<file path="src/rtl/potcmd_pkg.sv">
package potcmd_pkg;

    localparam int DATA_W   = 8;
    localparam int NIB_W    = 4;
    localparam int CNT_W    = $clog2(DATA_W + 2);

    typedef enum logic [2:0] {
        ST_IDLE,
        ST_DEVADDR,
        ST_INSTR,
        ST_WDATA,
        ST_RDATA,
        ST_STEP,
        ST_IGNORE
    } fe_state_t;

    typedef enum logic [2:0] {
        CL_BAD,
        CL_XFER,
        CL_WRITE,
        CL_READ,
        CL_STEP
    } op_class_t;

    localparam logic [NIB_W-1:0] OP_RD_WIPER  = 4'b1001;
    localparam logic [NIB_W-1:0] OP_WR_WIPER  = 4'b1010;
    localparam logic [NIB_W-1:0] OP_RD_DREG   = 4'b1011;
    localparam logic [NIB_W-1:0] OP_WR_DREG   = 4'b1100;
    localparam logic [NIB_W-1:0] OP_DREG2WIP  = 4'b1101;
    localparam logic [NIB_W-1:0] OP_WIP2DREG  = 4'b1110;
    localparam logic [NIB_W-1:0] OP_GL_D2W    = 4'b0001;
    localparam logic [NIB_W-1:0] OP_GL_W2D    = 4'b1000;
    localparam logic [NIB_W-1:0] OP_STEP      = 4'b0010;

    function automatic op_class_t classify(input logic [NIB_W-1:0] op);
        op_class_t c;
        case (op)
            OP_DREG2WIP, OP_WIP2DREG, OP_GL_D2W, OP_GL_W2D: c = CL_XFER;
            OP_WR_WIPER, OP_WR_DREG:                        c = CL_WRITE;
            OP_RD_WIPER, OP_RD_DREG:                        c = CL_READ;
            OP_STEP:                                        c = CL_STEP;
            default:                                        c = CL_BAD;
        endcase
        return c;
    endfunction

endpackage

</file>
<file path="src/rtl/potcmd_bus_sampler.sv">
module potcmd_bus_sampler #(
    parameter int STAGES = 2
) (
    input  logic clk,
    input  logic rst_n,
    input  logic scl_i,
    input  logic sda_i,
    output logic sda_lvl,
    output logic scl_rise,
    output logic scl_fall,
    output logic start_det,
    output logic stop_det
);

    logic [STAGES-1:0] scl_sh;
    logic [STAGES-1:0] sda_sh;
    logic              scl_q;
    logic              sda_q;
    logic              scl_lvl;

    always_ff @(posedge clk or negedge rst_n) begin
        if (!rst_n) begin
            scl_sh <= '1;
            sda_sh <= '1;
            scl_q  <= 1'b1;
            sda_q  <= 1'b1;
        end else begin
            scl_sh <= {scl_sh[STAGES-2:0], scl_i};
            sda_sh <= {sda_sh[STAGES-2:0], sda_i};
            scl_q  <= scl_lvl;
            sda_q  <= sda_lvl;
        end
    end

    assign scl_lvl   = scl_sh[STAGES-1];
    assign sda_lvl   = sda_sh[STAGES-1];
    assign scl_rise  = scl_lvl & ~scl_q;
    assign scl_fall  = ~scl_lvl & scl_q;
    assign start_det = scl_lvl & scl_q & sda_q & ~sda_lvl;
    assign stop_det  = scl_lvl & scl_q & ~sda_q & sda_lvl;

endmodule

</file>
<file path="src/rtl/potcmd_ctrl.sv">
module potcmd_ctrl
    import potcmd_pkg::*;
#(
    parameter logic [NIB_W-1:0] DEV_ID = 4'b0101
) (
    input  logic               clk,
    input  logic               rst_n,
    input  logic               sda_lvl,
    input  logic               scl_rise,
    input  logic               scl_fall,
    input  logic               start_det,
    input  logic               stop_det,
    input  logic [NIB_W-1:0]   addr_pins,
    input  logic [DATA_W-1:0]  rd_data,
    output logic               sda_oe,
    output logic               cmd_valid,
    output logic [NIB_W-1:0]   cmd_op,
    output logic [1:0]         cmd_reg,
    output logic               cmd_pot,
    output logic [DATA_W-1:0]  cmd_data,
    output logic               step_pulse,
    output logic               step_up
);

    localparam logic [CNT_W-1:0] CNT_FULL = CNT_W'(DATA_W);
    localparam logic [CNT_W-1:0] CNT_ACK  = CNT_W'(DATA_W + 1);

    fe_state_t         state, state_nx;
    logic [CNT_W-1:0]  cnt;
    logic [DATA_W-1:0] shreg;
    logic              step_dir;
    logic              byte_ok;
    logic              byte_done;
    logic              slot_end;
    op_class_t         cls_new, cls_held;

    assign byte_done = scl_fall && (cnt == CNT_FULL);
    assign slot_end  = scl_fall && (cnt == CNT_ACK);

    always_ff @(posedge clk or negedge rst_n) begin
        if (!rst_n) state <= ST_IDLE;
        else        state <= state_nx;
    end

    always_comb begin
        cls_new  = classify(shreg[7:4]);
        cls_held = classify(cmd_op);
        byte_ok  = 1'b0;
        state_nx = state;
        unique case (state)
            ST_DEVADDR: byte_ok = (shreg == {DEV_ID, addr_pins});
            ST_INSTR:   byte_ok = (cls_new != CL_BAD) && !shreg[1];
            ST_WDATA:   byte_ok = 1'b1;
            ST_IDLE, ST_RDATA, ST_STEP, ST_IGNORE: byte_ok = 1'b0;
        endcase
        if (start_det) begin
            state_nx = ST_DEVADDR;
        end else if (stop_det) begin
            state_nx = ST_IDLE;
        end else begin
            unique case (state)
                ST_DEVADDR: begin
                    if (byte_done && !byte_ok) state_nx = ST_IGNORE;
                    else if (slot_end)         state_nx = ST_INSTR;
                end
                ST_INSTR: begin
                    if (byte_done && !byte_ok) state_nx = ST_IGNORE;
                    else if (slot_end) begin
                        unique case (cls_held)
                            CL_WRITE:        state_nx = ST_WDATA;
                            CL_READ:         state_nx = ST_RDATA;
                            CL_STEP:         state_nx = ST_STEP;
                            CL_XFER, CL_BAD: state_nx = ST_IGNORE;
                        endcase
                    end
                end
                ST_WDATA, ST_RDATA: if (slot_end) state_nx = ST_IGNORE;
                ST_IDLE, ST_STEP, ST_IGNORE: state_nx = state;
            endcase
        end
    end

    always_ff @(posedge clk or negedge rst_n) begin
        if (!rst_n) begin
            cnt        <= '0;
            shreg      <= '0;
            sda_oe     <= 1'b0;
            cmd_valid  <= 1'b0;
            cmd_op     <= '0;
            cmd_reg    <= '0;
            cmd_pot    <= 1'b0;
            cmd_data   <= '0;
            step_pulse <= 1'b0;
            step_up    <= 1'b0;
            step_dir   <= 1'b0;
        end else begin
            cmd_valid  <= 1'b0;
            step_pulse <= 1'b0;
            if (start_det || stop_det) begin
                cnt    <= '0;
                sda_oe <= 1'b0;
            end else begin
                unique case (state)
                    ST_DEVADDR, ST_INSTR, ST_WDATA: begin
                        if (scl_rise && cnt < CNT_FULL) begin
                            shreg <= {shreg[DATA_W-2:0], sda_lvl};
                            cnt   <= cnt + 1'b1;
                        end
                        if (byte_done) begin
                            cnt    <= CNT_ACK;
                            sda_oe <= byte_ok;
                            if (state == ST_INSTR) begin
                                cmd_op  <= shreg[7:4];
                                cmd_reg <= shreg[3:2];
                                cmd_pot <= shreg[0];
                            end
                            if (state == ST_WDATA) cmd_data <= shreg;
                        end
                        if (slot_end) begin
                            cnt    <= '0;
                            sda_oe <= 1'b0;
                            if (state == ST_WDATA) cmd_valid <= 1'b1;
                            if (state == ST_INSTR &&
                                (cls_held == CL_XFER || cls_held == CL_READ))
                                cmd_valid <= 1'b1;
                            if (state == ST_INSTR && cls_held == CL_READ) begin
                                shreg  <= rd_data;
                                sda_oe <= ~rd_data[DATA_W-1];
                            end
                        end
                    end
                    ST_RDATA: begin
                        if (scl_rise && cnt < CNT_FULL) cnt <= cnt + 1'b1;
                        if (scl_fall && cnt != '0 && cnt < CNT_FULL) begin
                            shreg  <= {shreg[DATA_W-2:0], 1'b0};
                            sda_oe <= ~shreg[DATA_W-2];
                        end
                        if (byte_done) begin
                            sda_oe <= 1'b0;
                            cnt    <= CNT_ACK;
                        end
                        if (slot_end) cnt <= '0;
                    end
                    ST_STEP: begin
                        if (scl_rise) step_dir <= sda_lvl;
                        if (scl_fall) begin
                            step_pulse <= 1'b1;
                            step_up    <= step_dir;
                        end
                    end
                    ST_IDLE, ST_IGNORE: sda_oe <= 1'b0;
                endcase
            end
        end
    end

endmodule

</file>
<file path="src/rtl/potcmd_frontend.sv">
module potcmd_frontend
    import potcmd_pkg::*;
#(
    parameter logic [NIB_W-1:0] DEV_ID      = 4'b0101,
    parameter int               SYNC_STAGES = 2
) (
    input  logic               clk,
    input  logic               rst_n,
    input  logic               scl_i,
    input  logic               sda_i,
    input  logic [NIB_W-1:0]   addr_pins,
    input  logic [DATA_W-1:0]  rd_data,
    output logic               sda_oe,
    output logic               cmd_valid,
    output logic [NIB_W-1:0]   cmd_op,
    output logic [1:0]         cmd_reg,
    output logic               cmd_pot,
    output logic [DATA_W-1:0]  cmd_data,
    output logic               step_pulse,
    output logic               step_up
);

    logic sda_lvl, scl_rise, scl_fall, start_det, stop_det;

    potcmd_bus_sampler #(.STAGES(SYNC_STAGES)) u_sampler (
        .clk       (clk),
        .rst_n     (rst_n),
        .scl_i     (scl_i),
        .sda_i     (sda_i),
        .sda_lvl   (sda_lvl),
        .scl_rise  (scl_rise),
        .scl_fall  (scl_fall),
        .start_det (start_det),
        .stop_det  (stop_det)
    );

    potcmd_ctrl #(.DEV_ID(DEV_ID)) u_ctrl (
        .clk        (clk),
        .rst_n      (rst_n),
        .sda_lvl    (sda_lvl),
        .scl_rise   (scl_rise),
        .scl_fall   (scl_fall),
        .start_det  (start_det),
        .stop_det   (stop_det),
        .addr_pins  (addr_pins),
        .rd_data    (rd_data),
        .sda_oe     (sda_oe),
        .cmd_valid  (cmd_valid),
        .cmd_op     (cmd_op),
        .cmd_reg    (cmd_reg),
        .cmd_pot    (cmd_pot),
        .cmd_data   (cmd_data),
        .step_pulse (step_pulse),
        .step_up    (step_up)
    );

endmodule

</file>
<file path="config.mk">
export PLATFORM = sky130hd
export DESIGN_NAME = potcmd_frontend
export DESIGN_NICKNAME = d
export VERILOG_FILES = /design/src/rtl/potcmd_pkg.sv /design/src/rtl/potcmd_bus_sampler.sv /design/src/rtl/potcmd_ctrl.sv /design/src/rtl/potcmd_frontend.sv
export SDC_FILE = /design/constraint.sdc
export NUM_CORES = 1
export LEC_CHECK = 0
export BUFFER_PORTS_ARGS = -buffer_cell sky130_fd_sc_hd__buf_2
export CAP_MARGIN = 20
export CORE_ASPECT_RATIO = 1.5
export CORE_UTILIZATION = 62
export CTS_CLUSTER_DIAMETER = 30
export DETAILED_ROUTE_END_ITERATION = 10
export PLACE_DENSITY_LB_ADDON = 0.05
export SLEW_MARGIN = 20
export SYNTH_ARGS = -nofsm -noshare
export SYNTH_HDL_FRONTEND = slang
export SYNTH_HIERARCHICAL = 1
export SYNTH_SLANG_ARGS = --single-unit
</file>
<file path="constraint.sdc">
create_clock -name clk -period 4.88 [get_ports clk]
set_input_delay 0.488 -clock clk [delete_from_list [all_inputs] [get_ports clk]]
set_output_delay 0.488 -clock clk [all_outputs]
set_load 0.05 [all_outputs]
</file>
After elaboration in Yosys (flattened, before gate mapping)
Memories as Yosys holds them, arrays and structs flattened.
Cells that the tools add are included.
{ "op_classes": {"n_addsub": 1, "multipliers": 0, "div": 0, "order_cmp": 1, "eq_ne": 20, "shifts": 0, "n_mux": 35, "n_bitwise": 14, "n_reduce_logical": 36} }
{ "ops": {"columns": ["op", "count"], "rows": [
  ["8-bit 2-to-1 mux", 4],
  ["3-bit 2-to-1 mux", 7],
  ["4-bit 2-to-1 mux", 5],
  ["8-bit one-hot mux with 2 select lines", 1],
  ["1-bit 2-to-1 mux", 14],
  ["3-bit by 2-bit == test with 1-bit output (second input constant)", 4],
  ["3-bit == test (second input constant)", 4],
  ["4-bit by 1-bit != test with 1-bit output (second input constant)", 3],
  ["3-bit one-hot mux with 4 select lines", 1],
  ["3-bit AND reduction", 4],
  ["4-bit AND reduction", 3],
  ["4-bit nonzero test", 3],
  ["5-bit by 1-bit != test with 1-bit output (second input constant)", 2],
  ["1-bit logical AND", 9],
  ["3-bit one-hot mux with 3 select lines", 1],
  ["4-bit == test (second input constant)", 2],
  ["8-bit by 7-bit == test with 1-bit output", 1],
  ["4-bit OR reduction", 2],
  ["1-bit AND", 7],
  ["1-bit inverter", 7],
  ["3-bit by 1-bit == test with 1-bit output (second input constant)", 2],
  ["3-bit logical NOT", 2],
  ["2-bit OR reduction", 3],
  ["3-bit OR reduction", 2],
  ["other kinds (11)", 14]
]} }
{ "totals": {"regBits": 41, "latchBits": 0, "mem_bits_rw": 0, "rom_bits": 96, "memories": 2} }
{ "mem_list": {"columns": ["name", "depth", "word_bits", "rd", "rd_clocked_by_memory_dff", "wr", "line_no", "source"], "rows": [
  ["(name not given)", 16, 3, 1, 0, 0, "potcmd_pkg.sv:37", "case (op)"],
  ["(name not given)", 16, 3, 1, 0, 0, "potcmd_pkg.sv:37", null]
]} }

Longest topological paths before layout
An unclocked memory read counts as a cell.
{ "depth": {"depth_word": 10, "depth_mapped": 8} }

Modules after synthesis
The synthesis kept the hierarchy.
{ "by_module_without_submodules": {"columns": ["mod", "instances", "cells_each", "area_per_inst_um2", "seq_area_each_um2"], "rows": [
  ["potcmd_ctrl", 1, 242, 2306.0, 875.8],
  ["potcmd_bus_sampler", 1, 10, 190.2, 157.7]
]} }

Least setup slack after synthesis
No wires, ideal clock.
{ "synth_path": {"path_type": "reg-to-reg", "startpoint": "register u_ctrl.cmd_op[0]", "endpoint": "register u_ctrl.shreg[3]", "setup_ns": 0.126, "arrival_ns": 2.131, "t_required_ns": 4.754, "setup_slack_ns": 2.623, "stages_incl_launch_ff": 8, "n_path_buf": 1, "period_less_slack_ns": 2.257, "path_cell_list": "dfrtp_1 inv_1 ha_1 and3_1 o2111ai_4 buf_2 a211oi_1 a221o_1"} }
{ "synth_via": {"elab_chain_len": 6} }
{ "synth_lines": {"columns": ["element", "line_no", "source"], "rows": [
  ["start, declared", "potcmd_ctrl.sv:17", "output logic [NIB_W-1:0] cmd_op,"],
  ["start signal, assigned", "potcmd_ctrl.sv:113", "cmd_op <= shreg[7:4];"],
  ["memory 16 x 3 bit", null, null],
  ["3-bit by 2-bit == test with 1-bit output", "potcmd_ctrl.sv:126", "if (state == ST_INSTR && cls_held == CL_READ) begin"],
  ["1-bit logical AND", "potcmd_ctrl.sv:126", null],
  ["8-bit 2-to-1 mux", "potcmd_ctrl.sv:126", null],
  ["8-bit 2-to-1 mux", "potcmd_ctrl.sv:119", "if (slot_end) begin"],
  ["8-bit one-hot mux with 2 select lines", "potcmd_ctrl.sv:103", "unique case (state)"],
  ["end signal, assigned", "potcmd_ctrl.sv:106", "shreg <= {shreg[DATA_W-2:0], sda_lvl};"],
  ["end signal, assigned", "potcmd_ctrl.sv:127", "shreg <= rd_data;"],
  ["end signal, assigned", "potcmd_ctrl.sv:135", "shreg <= {shreg[DATA_W-2:0], 1'b0};"],
  ["end, declared", "potcmd_ctrl.sv:30", "logic [DATA_W-1:0] shreg;"]
]} }
Every way passes these cells.
A chain may end at the register's enable or synchronous reset.

Worst setup path after layout
{ "layout_path": {"startpoint": "register u_sampler.sda_sh[1]", "endpoint": "register u_ctrl.state[2]"} }
{ "layout_via": {"elab_chain_len": 4, "word_cells_on_any_way": 10} }
{ "layout_lines": {"columns": ["element", "line_no", "source"], "rows": [
  ["start, declared", "potcmd_bus_sampler.sv:16", "logic [STAGES-1:0] sda_sh;"],
  ["start signal, assigned", "potcmd_bus_sampler.sv:29", "sda_sh <= {sda_sh[STAGES-2:0], sda_i};"],
  ["1-bit inverter (*)", "potcmd_bus_sampler.sv:39", "assign start_det = scl_lvl & scl_q & sda_q & ~sda_lvl;"],
  ["1-bit AND (*)", "potcmd_bus_sampler.sv:39", null],
  ["via start_det", "potcmd_frontend.sv:23", "logic sda_lvl, scl_rise, scl_fall, start_det, stop_det;"],
  ["5-bit by 1-bit != test with 1-bit output (no line) (tied with other cells)", null, null],
  ["4-bit AND reduction (no line)", null, null],
  ["end signal, assigned", "potcmd_ctrl.sv:42", "else state <= state_nx;"],
  ["end, declared", "potcmd_ctrl.sv:28", "fe_state_t state, state_nx;"]
]} }
The timed path passes the listed nets; every way through them passes the cells marked *.

==> impl_metrics.tcl <==
set metrics [dict create \
    synthSimpleGateAreaFrac 0.205 \
    crit_type "register to register" \
    drive_gt1_frac 0.253 \
    cp-start-kind "register" \
    cp-end-kind "register" \
    wl_per_cell_um 17.0 \
    area_delta_synth_final_pct 10.6 \
    setup_ws_ps 2480 \
    die_area_sq_um 4290 \
    setup-violations-final 0 \
    synth_area_per_cell_sq_um 9.91 \
    dpl.cell_count 316 \
    grt_usage 0.285 \
    top_layer "met4" \
    rsz0062_at_grt "false" \
    status "complete, no violations" \
    ys_ff_latch 41 \
    cts_sinks 41 \
    timing.slew.headroom 0.398 \
    die-width_um 53.8 \
    ff2ff_setup_slack_ps 2480 \
    avgViaCountPerCell 6.36 \
    overflow 0 \
    ys.flop_type "dfrtp_1" \
    final.fill_count 297 \
    dp_hpwl_mm 3.94 \
    ys_types 58 \
    synthXorXnorAreaFrac 0.0175 \
    timing.fmax_ghz 0.417 \
    clk_path_buf_depth 2 \
    holdPathStages 1 \
    grt_pass1_wl_mm 8.83 \
    worstMarginPinSlew_ps 903 \
    synth-seq-area-share 0.414 \
    maxSlewViolCount 0 \
    num_io_pins 35 \
    clock_skew_ps 3.53 \
    wl_mm 5.51 \
    muxShareOfSynthArea 0.0707 \
    io_buffers 34 \
    r2r_start "u_sampler/sda_sh[1]$_DFF_PN1_" \
    critical_path_required_ps 5070 \
    dpl_worst_slack_ps 2530 \
    grt_max_degree 42 \
    fp.coreArea_sq_um 3750 \
    synth_top_family_by_area "simple AND/OR/NAND/NOR gates" \
    place_congestion 0.933 \
    hold_end "u_sampler/sda_sh[0]$_DFF_PN1_" \
    vias 2062 \
    drc 0 \
    start_util 0.666 \
    wl_met1_mm 2.40 \
    top_regs "u_ctrl/cmd_data (8), u_ctrl/shreg (8)" \
    first_global_vias 1853 \
    multiInputGateArea_sq_um 1370 \
    drt-initial-drc-count 89 \
    cts-buffers-inserted 5 \
    hold_class "input port to register" \
    nets 309 \
    crit_fanout 12 \
    synthArstFlopShare 1.00 \
    synth_edf_count 0 \
    holdBufCountCts 0 \
    post_cts_resize_count 0 \
    netlist_instances 252 \
    postCtsSetupBuffers 0 \
    firstDrtPassIters 4 \
    powerDensity_nw_per_um2 359 \
    reg2regPathDepth 6 \
    min_from "sda_i" \
    diodes 0 \
    wl_met3_um 297 \
    h-tree-depth 2 \
    hold_viol_final 0 \
    antenna_found_initial 0 \
    syn-num-nets 281 \
    regArea_sq_um 1030 \
    wl_met2_mm 2.66 \
    final_common_cell "dfrtp_1" \
    setup_tns_ps 0 \
    cts_tree "yes" \
    die_h_um 79.7 \
    clock-root-buffer "clkbuf_8" \
    synth_warnings 6 \
    synthAdderAreaFrac 0.0652 \
    rows 27 \
    p_leak_nw 1.31 \
    clkLatencyLatePin_ps 290 \
    max-vdd-ir-drop_mv 0.344 \
    syn_area_sq_um 2500 \
    fin_crit_ps 2400 \
    ant_nets 0 \
    path_clk_slew_ps 70 \
    maxCapViolCount 0 \
    synth_compound_gate_area_share 0.191 \
    worst_ep_arrival_time_ps 2580 \
    fin_crit_sh 0.491 \
    r2r_end "u_ctrl/state[2]$_DFFE_PN0P_" \
    fin_cells 324 \
    final_cell_mix "dfrtp_1 (35), buf_2 (34), nand2_1 (23)" \
]
-- kinds of logic (layout without fill, tap and decap cells) --
kind of cell    after synthesis  in the layout
simple gates                 87             87
compound gates               69             69
flops                        41             41
buf+inv                      21             50
mux                          16             16
fa+ha+maj                    13             13
xor+xnor                      5              5
-- cell type report --
| cell class | count | area share |
|---|---|---|
| inverters | 8 | 0.0109 |
| clock buffers | 7 | 0.0349 |
| flip-flops and latches | 41 | 0.374 |
| clock inverters | 1 | 0.00181 |
| repair buffers | 34 | 0.0616 |
| multi-input cells | 190 | 0.497 |
| well taps | 43 | 0.0195 |
-- worst max path at each step --
stage / slack (ps) / depth (start not counted) / start / endpoint
floorplan: 2620 / 7 / u_ctrl/cmd_op[0]$_DFFE_PN0P_ / u_ctrl/shreg[3]$_DFFE_PN0P_
global placement: 2560 / 4 / u_sampler/sda_sh[1]$_DFF_PN1_ / u_ctrl/cmd_op[3]$_DFFE_PN0P_
detailed placement: 2530 / 4 / u_sampler/sda_sh[1]$_DFF_PN1_ / u_ctrl/cmd_pot$_DFFE_PN0P_
CTS: 2520 / 4 / u_sampler/sda_sh[1]$_DFF_PN1_ / u_ctrl/cmd_op[3]$_DFFE_PN0P_
global route: 2360 / 4 / u_sampler/sda_sh[1]$_DFF_PN1_ / u_ctrl/cmd_reg[0]$_DFFE_PN0P_
finish: 2480 / 6 / u_sampler/sda_sh[1]$_DFF_PN1_ / u_ctrl/state[2]$_DFFE_PN0P_
-- report_power, final --
group          switching (mW)  total, mW  internal [mW]  leakage (nW)
clock                   0.114      0.242          0.128        0.0542
sequential             0.0770      0.459          0.382         0.541
combinational           0.166      0.290          0.124         0.718
total                   0.357      0.991          0.634          1.31
-- through the flow --
step,cell area (sq um),utilization,power (mW),hold WS [ps]
2_1_floorplan,2500,-,0.672,192
3_3_place_gp,2660,0.709,0.740,346
3_5_place_dp,2660,0.709,0.748,348
4_1_cts,2760,0.736,0.991,282
5_1_grt,2760,0.736,1.05,277
6_report,2760,0.736,0.991,289
-- per-layer routing --
layer / GRT usage / up-vias
li1: - / 979
met1: 0.394 / 981
met2: 0.430 / 89
met3: 0.0400 / 13
met4: 0.134 / 0
met5: 0 / -
-- cell usage after synthesis, types with 2 or more instances --
master    instances  area share
nand2_1          23       0.035
nand4b_1          2      0.0070
or3_1             2      0.0050
dfrtp_1          35        0.35
o211ai_1          3      0.0090
or2_2             2      0.0050
a22oi_1           5       0.015
and4_1            2      0.0070
a31oi_1           3      0.0075
and4b_1           5       0.020
ha_1             13       0.065
nor4bb_1          2      0.0080
nor3b_1           2      0.0060
a211oi_1          6       0.018
clkbuf_1          5      0.0075
and2_1            2      0.0050
nand4_1           4       0.010
and3_1            3      0.0075
dfstp_2           6       0.063
a221o_1           2      0.0080
nor2_1           13       0.020
a21oi_1           4      0.0080
o21a_1            4       0.012
nor2b_1           5       0.013
nand2b_1          7       0.018
mux2i_1           3       0.012
o21ai_1           9       0.018
mux2_2           13       0.059
nand3_1           2      0.0040
o31ai_1           2      0.0060
o21ai_0          17       0.034
xnor2_1           4       0.014
inv_1             8       0.012
buf_2             6       0.012
nor3_1            4      0.0080
o22ai_1           2      0.0050
-- critical path, stage by stage (launching register included) --
cell and delay [ps]:
dfstp_2 560, and4b_1 230, nor2_1 570, nand4_1 380, a31oi_1 280, o22ai_1 80
and3_1 190
Note: power is estimated with default switching activity, not from simulation.
